<file path="src/rtl/cycle_seq_pkg.sv">
package cycle_seq_pkg;

  typedef enum logic [3:0] {
    PH_FMAR = 4'd0,
    PH_FINC = 4'd1,
    PH_FMEM = 4'd2,
    PH_FIR  = 4'd3,
    PH_DEC  = 4'd4,
    PH_EVA  = 4'd5,
    PH_FOP  = 4'd6,
    PH_EXE  = 4'd7,
    PH_STR  = 4'd8
  } phase_t;

  typedef enum logic [1:0] {
    CLS_OPER = 2'd0,
    CLS_MEM  = 2'd1,
    CLS_MOVE = 2'd2,
    CLS_JUMP = 2'd3
  } iclass_t;

  // strobes from control to datapath
  typedef struct packed {
    logic marLoad;
    logic pcInc;
    logic mdrLoad;
    logic irLoad;
    logic eaLoad;
    logic pcLoad;
    logic addrFromEa;
  } ctl_strobe_t;

endpackage

</file>
<file path="src/rtl/cycle_seq_ctrl.sv">
module cycle_seq_ctrl
  import cycle_seq_pkg::*;
(
  input  logic        clk,
  input  logic        rst,
  input  logic [1:0]  instrClass,
  input  logic        dstIsMem,
  input  logic        hasResult,
  input  logic        memReady,
  output ctl_strobe_t strobe,
  output logic        memRead,
  output logic        memWrite,
  output logic        opRead,
  output logic        exeGo,
  output logic        regWrite,
  output logic [3:0]  phase
);

  phase_t  state, nextState;
  iclass_t clsQ;
  logic    dstQ, resQ;
  logic    loadOp;

  always_ff @(posedge clk) begin
    if (rst) begin
      state <= PH_FMAR;
      clsQ  <= CLS_OPER;
      dstQ  <= 1'b0;
      resQ  <= 1'b0;
    end else begin
      state <= nextState;
      if (state == PH_DEC) begin
        clsQ <= iclass_t'(instrClass);
        dstQ <= dstIsMem;
        resQ <= hasResult;
      end
    end
  end

  // operand phase touches memory only for the load form
  assign loadOp = (clsQ == CLS_MEM) && !dstQ;

  always_comb begin
    nextState = state;
    unique case (state)
      PH_FMAR: nextState = PH_FINC;
      PH_FINC: nextState = PH_FMEM;
      PH_FMEM: nextState = memReady ? PH_FIR : PH_FMEM;
      PH_FIR:  nextState = PH_DEC;
      PH_DEC:  nextState = (iclass_t'(instrClass) == CLS_MEM) ? PH_EVA : PH_FOP;
      PH_EVA:  nextState = PH_FOP;
      PH_FOP: begin
        if (loadOp && !memReady) nextState = PH_FOP;
        else if (clsQ == CLS_MOVE) nextState = resQ ? PH_STR : PH_FMAR;
        else nextState = PH_EXE;
      end
      PH_EXE:  nextState = resQ ? PH_STR : PH_FMAR;
      PH_STR:  nextState = (dstQ && !memReady) ? PH_STR : PH_FMAR;
      default: nextState = PH_FMAR;
    endcase
  end

  always_comb begin
    memRead  = (state == PH_FMEM) || (state == PH_FOP && loadOp);
    memWrite = (state == PH_STR) && dstQ;
    opRead   = (state == PH_FOP) && !loadOp;
    exeGo    = (state == PH_EXE);
    regWrite = (state == PH_STR) && !dstQ;

    strobe.marLoad    = (state == PH_FMAR);
    strobe.pcInc      = (state == PH_FINC);
    strobe.mdrLoad    = memRead && memReady;
    strobe.irLoad     = (state == PH_FIR);
    strobe.eaLoad     = (state == PH_EVA);
    strobe.pcLoad     = (state == PH_EXE) && (clsQ == CLS_JUMP);
    strobe.addrFromEa = (state == PH_FOP) || (state == PH_STR);
  end

  assign phase = state;

endmodule

</file>
<file path="src/rtl/cycle_seq_dpath.sv">
module cycle_seq_dpath
  import cycle_seq_pkg::*;
#(
  parameter int AW = 8,
  parameter int DW = 16
) (
  input  logic          clk,
  input  logic          rst,
  input  ctl_strobe_t   strobe,
  input  logic [AW-1:0] eaIn,
  input  logic [AW-1:0] targetIn,
  input  logic [DW-1:0] memRdata,
  output logic [AW-1:0] memAddr,
  output logic [AW-1:0] pcOut,
  output logic [DW-1:0] irOut,
  output logic [DW-1:0] mdrOut
);

  localparam logic [AW-1:0] PC_STEP = AW'(1);

  logic [AW-1:0] pcReg, marReg, eaReg;
  logic [DW-1:0] mdrReg, irReg;

  always_ff @(posedge clk) begin
    if (rst) begin
      pcReg  <= '0;
      marReg <= '0;
      eaReg  <= '0;
      mdrReg <= '0;
      irReg  <= '0;
    end else begin
      if (strobe.marLoad) marReg <= pcReg;
      if (strobe.pcLoad) pcReg <= targetIn;
      else if (strobe.pcInc) pcReg <= pcReg + PC_STEP;
      if (strobe.mdrLoad) mdrReg <= memRdata;
      if (strobe.irLoad) irReg <= mdrReg;
      if (strobe.eaLoad) eaReg <= eaIn;
    end
  end

  assign memAddr = strobe.addrFromEa ? eaReg : marReg;
  assign pcOut   = pcReg;
  assign irOut   = irReg;
  assign mdrOut  = mdrReg;

endmodule

</file>
<file path="src/rtl/cycle_seq.sv">
module cycle_seq
  import cycle_seq_pkg::*;
#(
  parameter int AW = 8,
  parameter int DW = 16
) (
  input  logic          clk,
  input  logic          rst,
  input  logic [1:0]    instrClass,
  input  logic          dstIsMem,
  input  logic          hasResult,
  input  logic [AW-1:0] eaIn,
  input  logic [AW-1:0] targetIn,
  input  logic [DW-1:0] resultIn,
  input  logic          memReady,
  input  logic [DW-1:0] memRdata,
  output logic [AW-1:0] memAddr,
  output logic [DW-1:0] memWdata,
  output logic          memRead,
  output logic          memWrite,
  output logic          opRead,
  output logic          exeGo,
  output logic          regWrite,
  output logic [AW-1:0] pcOut,
  output logic [DW-1:0] irOut,
  output logic [DW-1:0] mdrOut,
  output logic [3:0]    phase
);

  ctl_strobe_t strobe;

  cycle_seq_ctrl uCtrl (
    .clk        (clk),
    .rst        (rst),
    .instrClass (instrClass),
    .dstIsMem   (dstIsMem),
    .hasResult  (hasResult),
    .memReady   (memReady),
    .strobe     (strobe),
    .memRead    (memRead),
    .memWrite   (memWrite),
    .opRead     (opRead),
    .exeGo      (exeGo),
    .regWrite   (regWrite),
    .phase      (phase)
  );

  cycle_seq_dpath #(.AW(AW), .DW(DW)) uDpath (
    .clk      (clk),
    .rst      (rst),
    .strobe   (strobe),
    .eaIn     (eaIn),
    .targetIn (targetIn),
    .memRdata (memRdata),
    .memAddr  (memAddr),
    .pcOut    (pcOut),
    .irOut    (irOut),
    .mdrOut   (mdrOut)
  );

  assign memWdata = resultIn;

endmodule

</file>
<file path="config.mk">
export PLATFORM = sky130hd
export DESIGN_NAME = cycle_seq
export DESIGN_NICKNAME = d
export VERILOG_FILES = /design/src/rtl/cycle_seq_pkg.sv /design/src/rtl/cycle_seq_ctrl.sv /design/src/rtl/cycle_seq_dpath.sv /design/src/rtl/cycle_seq.sv
export SDC_FILE = /design/constraint.sdc
export NUM_CORES = 1
export LEC_CHECK = 0
export BUFFER_PORTS_ARGS = -buffer_cell sky130_fd_sc_hd__buf_2
export CORE_ASPECT_RATIO = 0.5
export CORE_MARGIN = 4
export CORE_UTILIZATION = 30
export DETAILED_ROUTE_END_ITERATION = 16
export PLACE_DENSITY = 0.58
export RECOVER_POWER = 50
export REMOVE_ABC_BUFFERS = 1
export SLEW_MARGIN = 20
export SYNTH_ARGS = -nofsm -noshare
export SYNTH_HDL_FRONTEND = slang
export SYNTH_SLANG_ARGS = --single-unit
</file>
<file path="constraint.sdc">
create_clock -name clk -period 5.3 [get_ports clk]
set_input_delay 1.06 -clock clk [delete_from_list [all_inputs] [get_ports clk]]
set_output_delay 1.06 -clock clk [all_outputs]
set_load 0.02 [all_outputs]
</file>
==> reports/qor.txt <==
Nature of the critical path endpoint - output port
Worst Hold Depth - 2
Synthesized instance count - 307
Die width - 145 um
Number of synthesized register bits - 64
Setup TNS - 0 ns
Die Span Y - 76.5 um
Dpl ws - 1.99 ns
Area of the multi-input gates - 1330 um^2
Crit-path max FO - 17
Critical Setup Path Class - reg -> out
Period utilization - 68.6%
Seq pwr share - 39.5%
Via count - 2320
Residual DRC - 0
Final Hold Slack - 0.452 ns
Worst Clk Skew - 0.00821 ns
Reg-to-reg critical path startpoint - uCtrl.phase[2]
Area Growth Syn to Fin - 26.2%
Net Sw Power - 0.309 mW
Mapped Area - 2810 um^2
# setup viols final - 0
Global route total overflow - 0
Initial DRC Count - 78
Post-CTS sizing - 0
H-tree Lvls - 3
ANT cells - 0
Synth cell types - 37
HP Class - reg -> reg
Final HPWL DP - 5010 um
RR Endpoint - uDpath.eaReg[0]
First-pass detailed-route iteration total - 4
Dpl cells - 486
Hold path endpoint - uDpath.irOut[3]
GRT Total Usage - 12.6%
Pwr Density - 371 nW/um^2
Largest net degree at the start of global routing - 65
Fillers - 921
Storage element area - 1280 um^2
Number of hold buffers added after cts - 0
Share of cells above drive strength 1 - 23.1%
Max clock buf depth - 2
Sequential element share of the synthesized area - 45.6%
Static Leakage - 1.39 nW
Synth Area per Inst - 9.16 um^2
Starting Density - 31.5%
GPL Wtd Cong - 0.718
First-pass GRT wire length - 11400 um
Reg-to-reg slack, setup - 2.91 ns
Crit path time final - 3.64 ns
Final layout net count - 436
Synth Warn # - 0
Max incr delay on CP - 0.76 ns
Final worst slack - 1.66 ns
Antenna violations before repair - 0
Required time of the critical path - 4.24 ns
Placed inst area - 3260 um^2
Fmax achieved - 275 MHz
Clock-pin slew on the worst setup and hold paths - 0.06 ns
Routed WL per cell - 13.8 um
Post-route insts no fill - 502
CTS buffer count - 9
Max-cap violation count - 1
# IOs - 128
Sink Count - 64
Worst Path Arrival - 2.58 ns
Clk_lat worst skew - 0.32 ns
Core area - 8920 um^2
Crit path cell chain - nor3b_1, a21oi_1, nor2_1, mux2_2, buf_2
Post-route antenna net violation count - 0
Clock Power Share - 49.7%
Final WL - 6930 um
CP max-delay cell - dfxtp_1
Vias in the first global route - 2225
DIE AREA - 11100 um^2
Slew Limit Fails - 65
Internal - 1.01 mW
Placement row count - 24
Reg2reg path depth - 4
Hold path startpoint - uDpath.irOut[3]
Switching share of power - 23.5%
Status - complete, but fails checks
Unrepaired setup endpoints after global routing - false
Setup Fix Bufs, Post-CTS - 0
Tightest Pin Transition - 2.80 ns
Max rail drop VDD - 158 uV
Vias/cell - 4.62
Violated checks - capacitance limit, slew limit
CTS Root Buffer Type - clkbuf_16
Crit start category - flip-flop
Finished Cell Area - 3550 um^2
PortBufs - 95
Worst slew margin - -86.6%
TritonCTS clock tree - yes
Endpoints failing hold - 0
Combinational Power Share - 10.8%
[cell type report]
type                            instances  area share (%)
Multi-Input combinational cell        206            37.5
Sequential cell                        64            36.1
Timing Repair Buffer                   98            12.6
Clock buffer                           12            7.51
Tap cell                              117            4.13
Clock inverter                          4            2.12
Inverter                                1           0.106
[synthesized netlist by cell type, drive strengths merged]
master    n  area [um^2]
ha        1         12.5
nor2b     3         18.8
a21oi    20          100
nand2    38          143
a2bb2oi   1         8.76
and3      2         12.5
a221oi    1         8.76
a21o      1         7.51
nand2b    3         18.8
or3       3         18.8
buf      20          148
nand4     2         12.5
or3b      1         11.3
nor4b     1         15.0
nand3b    1         7.51
clkbuf   16         60.1
dfxtp    64         1280
nor4      1         21.3
and4      1         8.76
nand3     3         15.0
nor3b     3         22.5
a211oi    9         67.6
nor3      5         25.0
nor2     47          176
mux2      8         90.1
a2111oi   2         36.3
inv       1         3.75
xor2      6         52.6
and2      1         6.26
mux2i    37          370
o21ai     3         15.0
xnor2     1         8.76
and2b     1         8.76
[cell usage in the layout (no fill, tap or decap), types with 2 or more instances in the layout]
| cell | netlist | layout |
|---|---|---|
| dfxtp_1 | 64 | 64 |
| buf_2 | 1 | 56 |
| nor2_1 | 47 | 47 |
| clkbuf_1 | 16 | 40 |
| nand2_1 | 38 | 38 |
| mux2i_1 | 37 | 37 |
| a21oi_1 | 20 | 20 |
| a211oi_1 | 9 | 9 |
| clkbuf_16 | 0 | 9 |
| mux2_2 | 8 | 8 |
| xor2_1 | 6 | 6 |
| nor3_1 | 5 | 4 |
| nor2b_1 | 3 | 3 |
| nand2b_1 | 3 | 3 |
| or3_1 | 3 | 3 |
| nand3_1 | 3 | 3 |
| o21ai_0 | 3 | 3 |
| clkbuf_8 | 0 | 3 |
| nor3b_1 | 3 | 2 |
| and3_1 | 2 | 2 |
| nand4_1 | 2 | 2 |
| bufinv_16 | 0 | 2 |
| clkinvlp_4 | 0 | 2 |
| buf_4 | 16 | 2 |
[metal layers]
metal	up-vias	track usage [%]	wire length [um]
li1	1181	-	-
met1	1064	15.2	3140
met2	67	20.4	3280
met3	8	5.11	422
met4	0	4.55	77
met5	-	0	0
[sequential cells by signal (all words and copies together), names as in the netlist]
register	cells
uDpath.irOut	16
uCtrl.phase	4
uDpath.pcOut	8
uCtrl.dstQ	1
uCtrl.clsQ	2
uDpath.eaReg	8
uDpath.marReg	8
uDpath.mdrOut	16
uCtrl.resQ	1
[worst max-delay path: cells and delay by family, from the launching register on]
family,cells,cell delay (ns)
and+or+nand+nor,2,0.87
DFF,1,0.76
muxes,1,0.41
buffers and inverters,1,0.16
AOI/OAI and AO/OA,1,0.06
[logic make-up (layout without fill, tap and decap cells)]
logic type               Yosys count  after routing  share of synthesized area (%)
AO/OA/AOI/OAI                     37             37                           8.67
XOR/XNOR                           7              7                           2.18
adder cells (fa/ha/maj)            1              1                          0.445
buffers and inverters             37            115                           7.52
flip-flops                        64             64                           45.6
multiplexers                      45             45                           16.4
AND/OR/NAND/NOR                  116            116                           19.3
[stage by stage]
stage,total power [mW],util [%]
after floorplan,0.618,-
after global placement,0.677,36.5
after detailed placement,0.678,36.5
after CTS,1.34,40.4
after global routing,1.38,39.8
final,1.32,39.8
[worst max-delay path by stage]
stage	slack, ns	startpoint	cells after the start	end
2_1_floorplan	2.35	uCtrl.phase[2]	4	memAddr[0]
3_3_place_gp	2.05	uCtrl.phase[2]	5	memAddr[0]
3_5_place_dp	1.99	uCtrl.phase[3]	5	memAddr[3]
4_1_cts	1.63	uCtrl.phase[2]	5	memAddr[3]
5_1_grt	1.46	uCtrl.phase[3]	5	memAddr[3]
6_report	1.66	uCtrl.phase[3]	5	memAddr[3]
[power by group through the flow]
stage               Clock (mW)  Combinational [mW]  Sequential (mW)
floorplan                    0              0.0771            0.541
global placement             0               0.147            0.530
detailed placement           0               0.148            0.530
CTS                      0.672               0.148            0.520
global route             0.699               0.156            0.524
finish                   0.654               0.142            0.520
(Power assumes the default switching activity.)
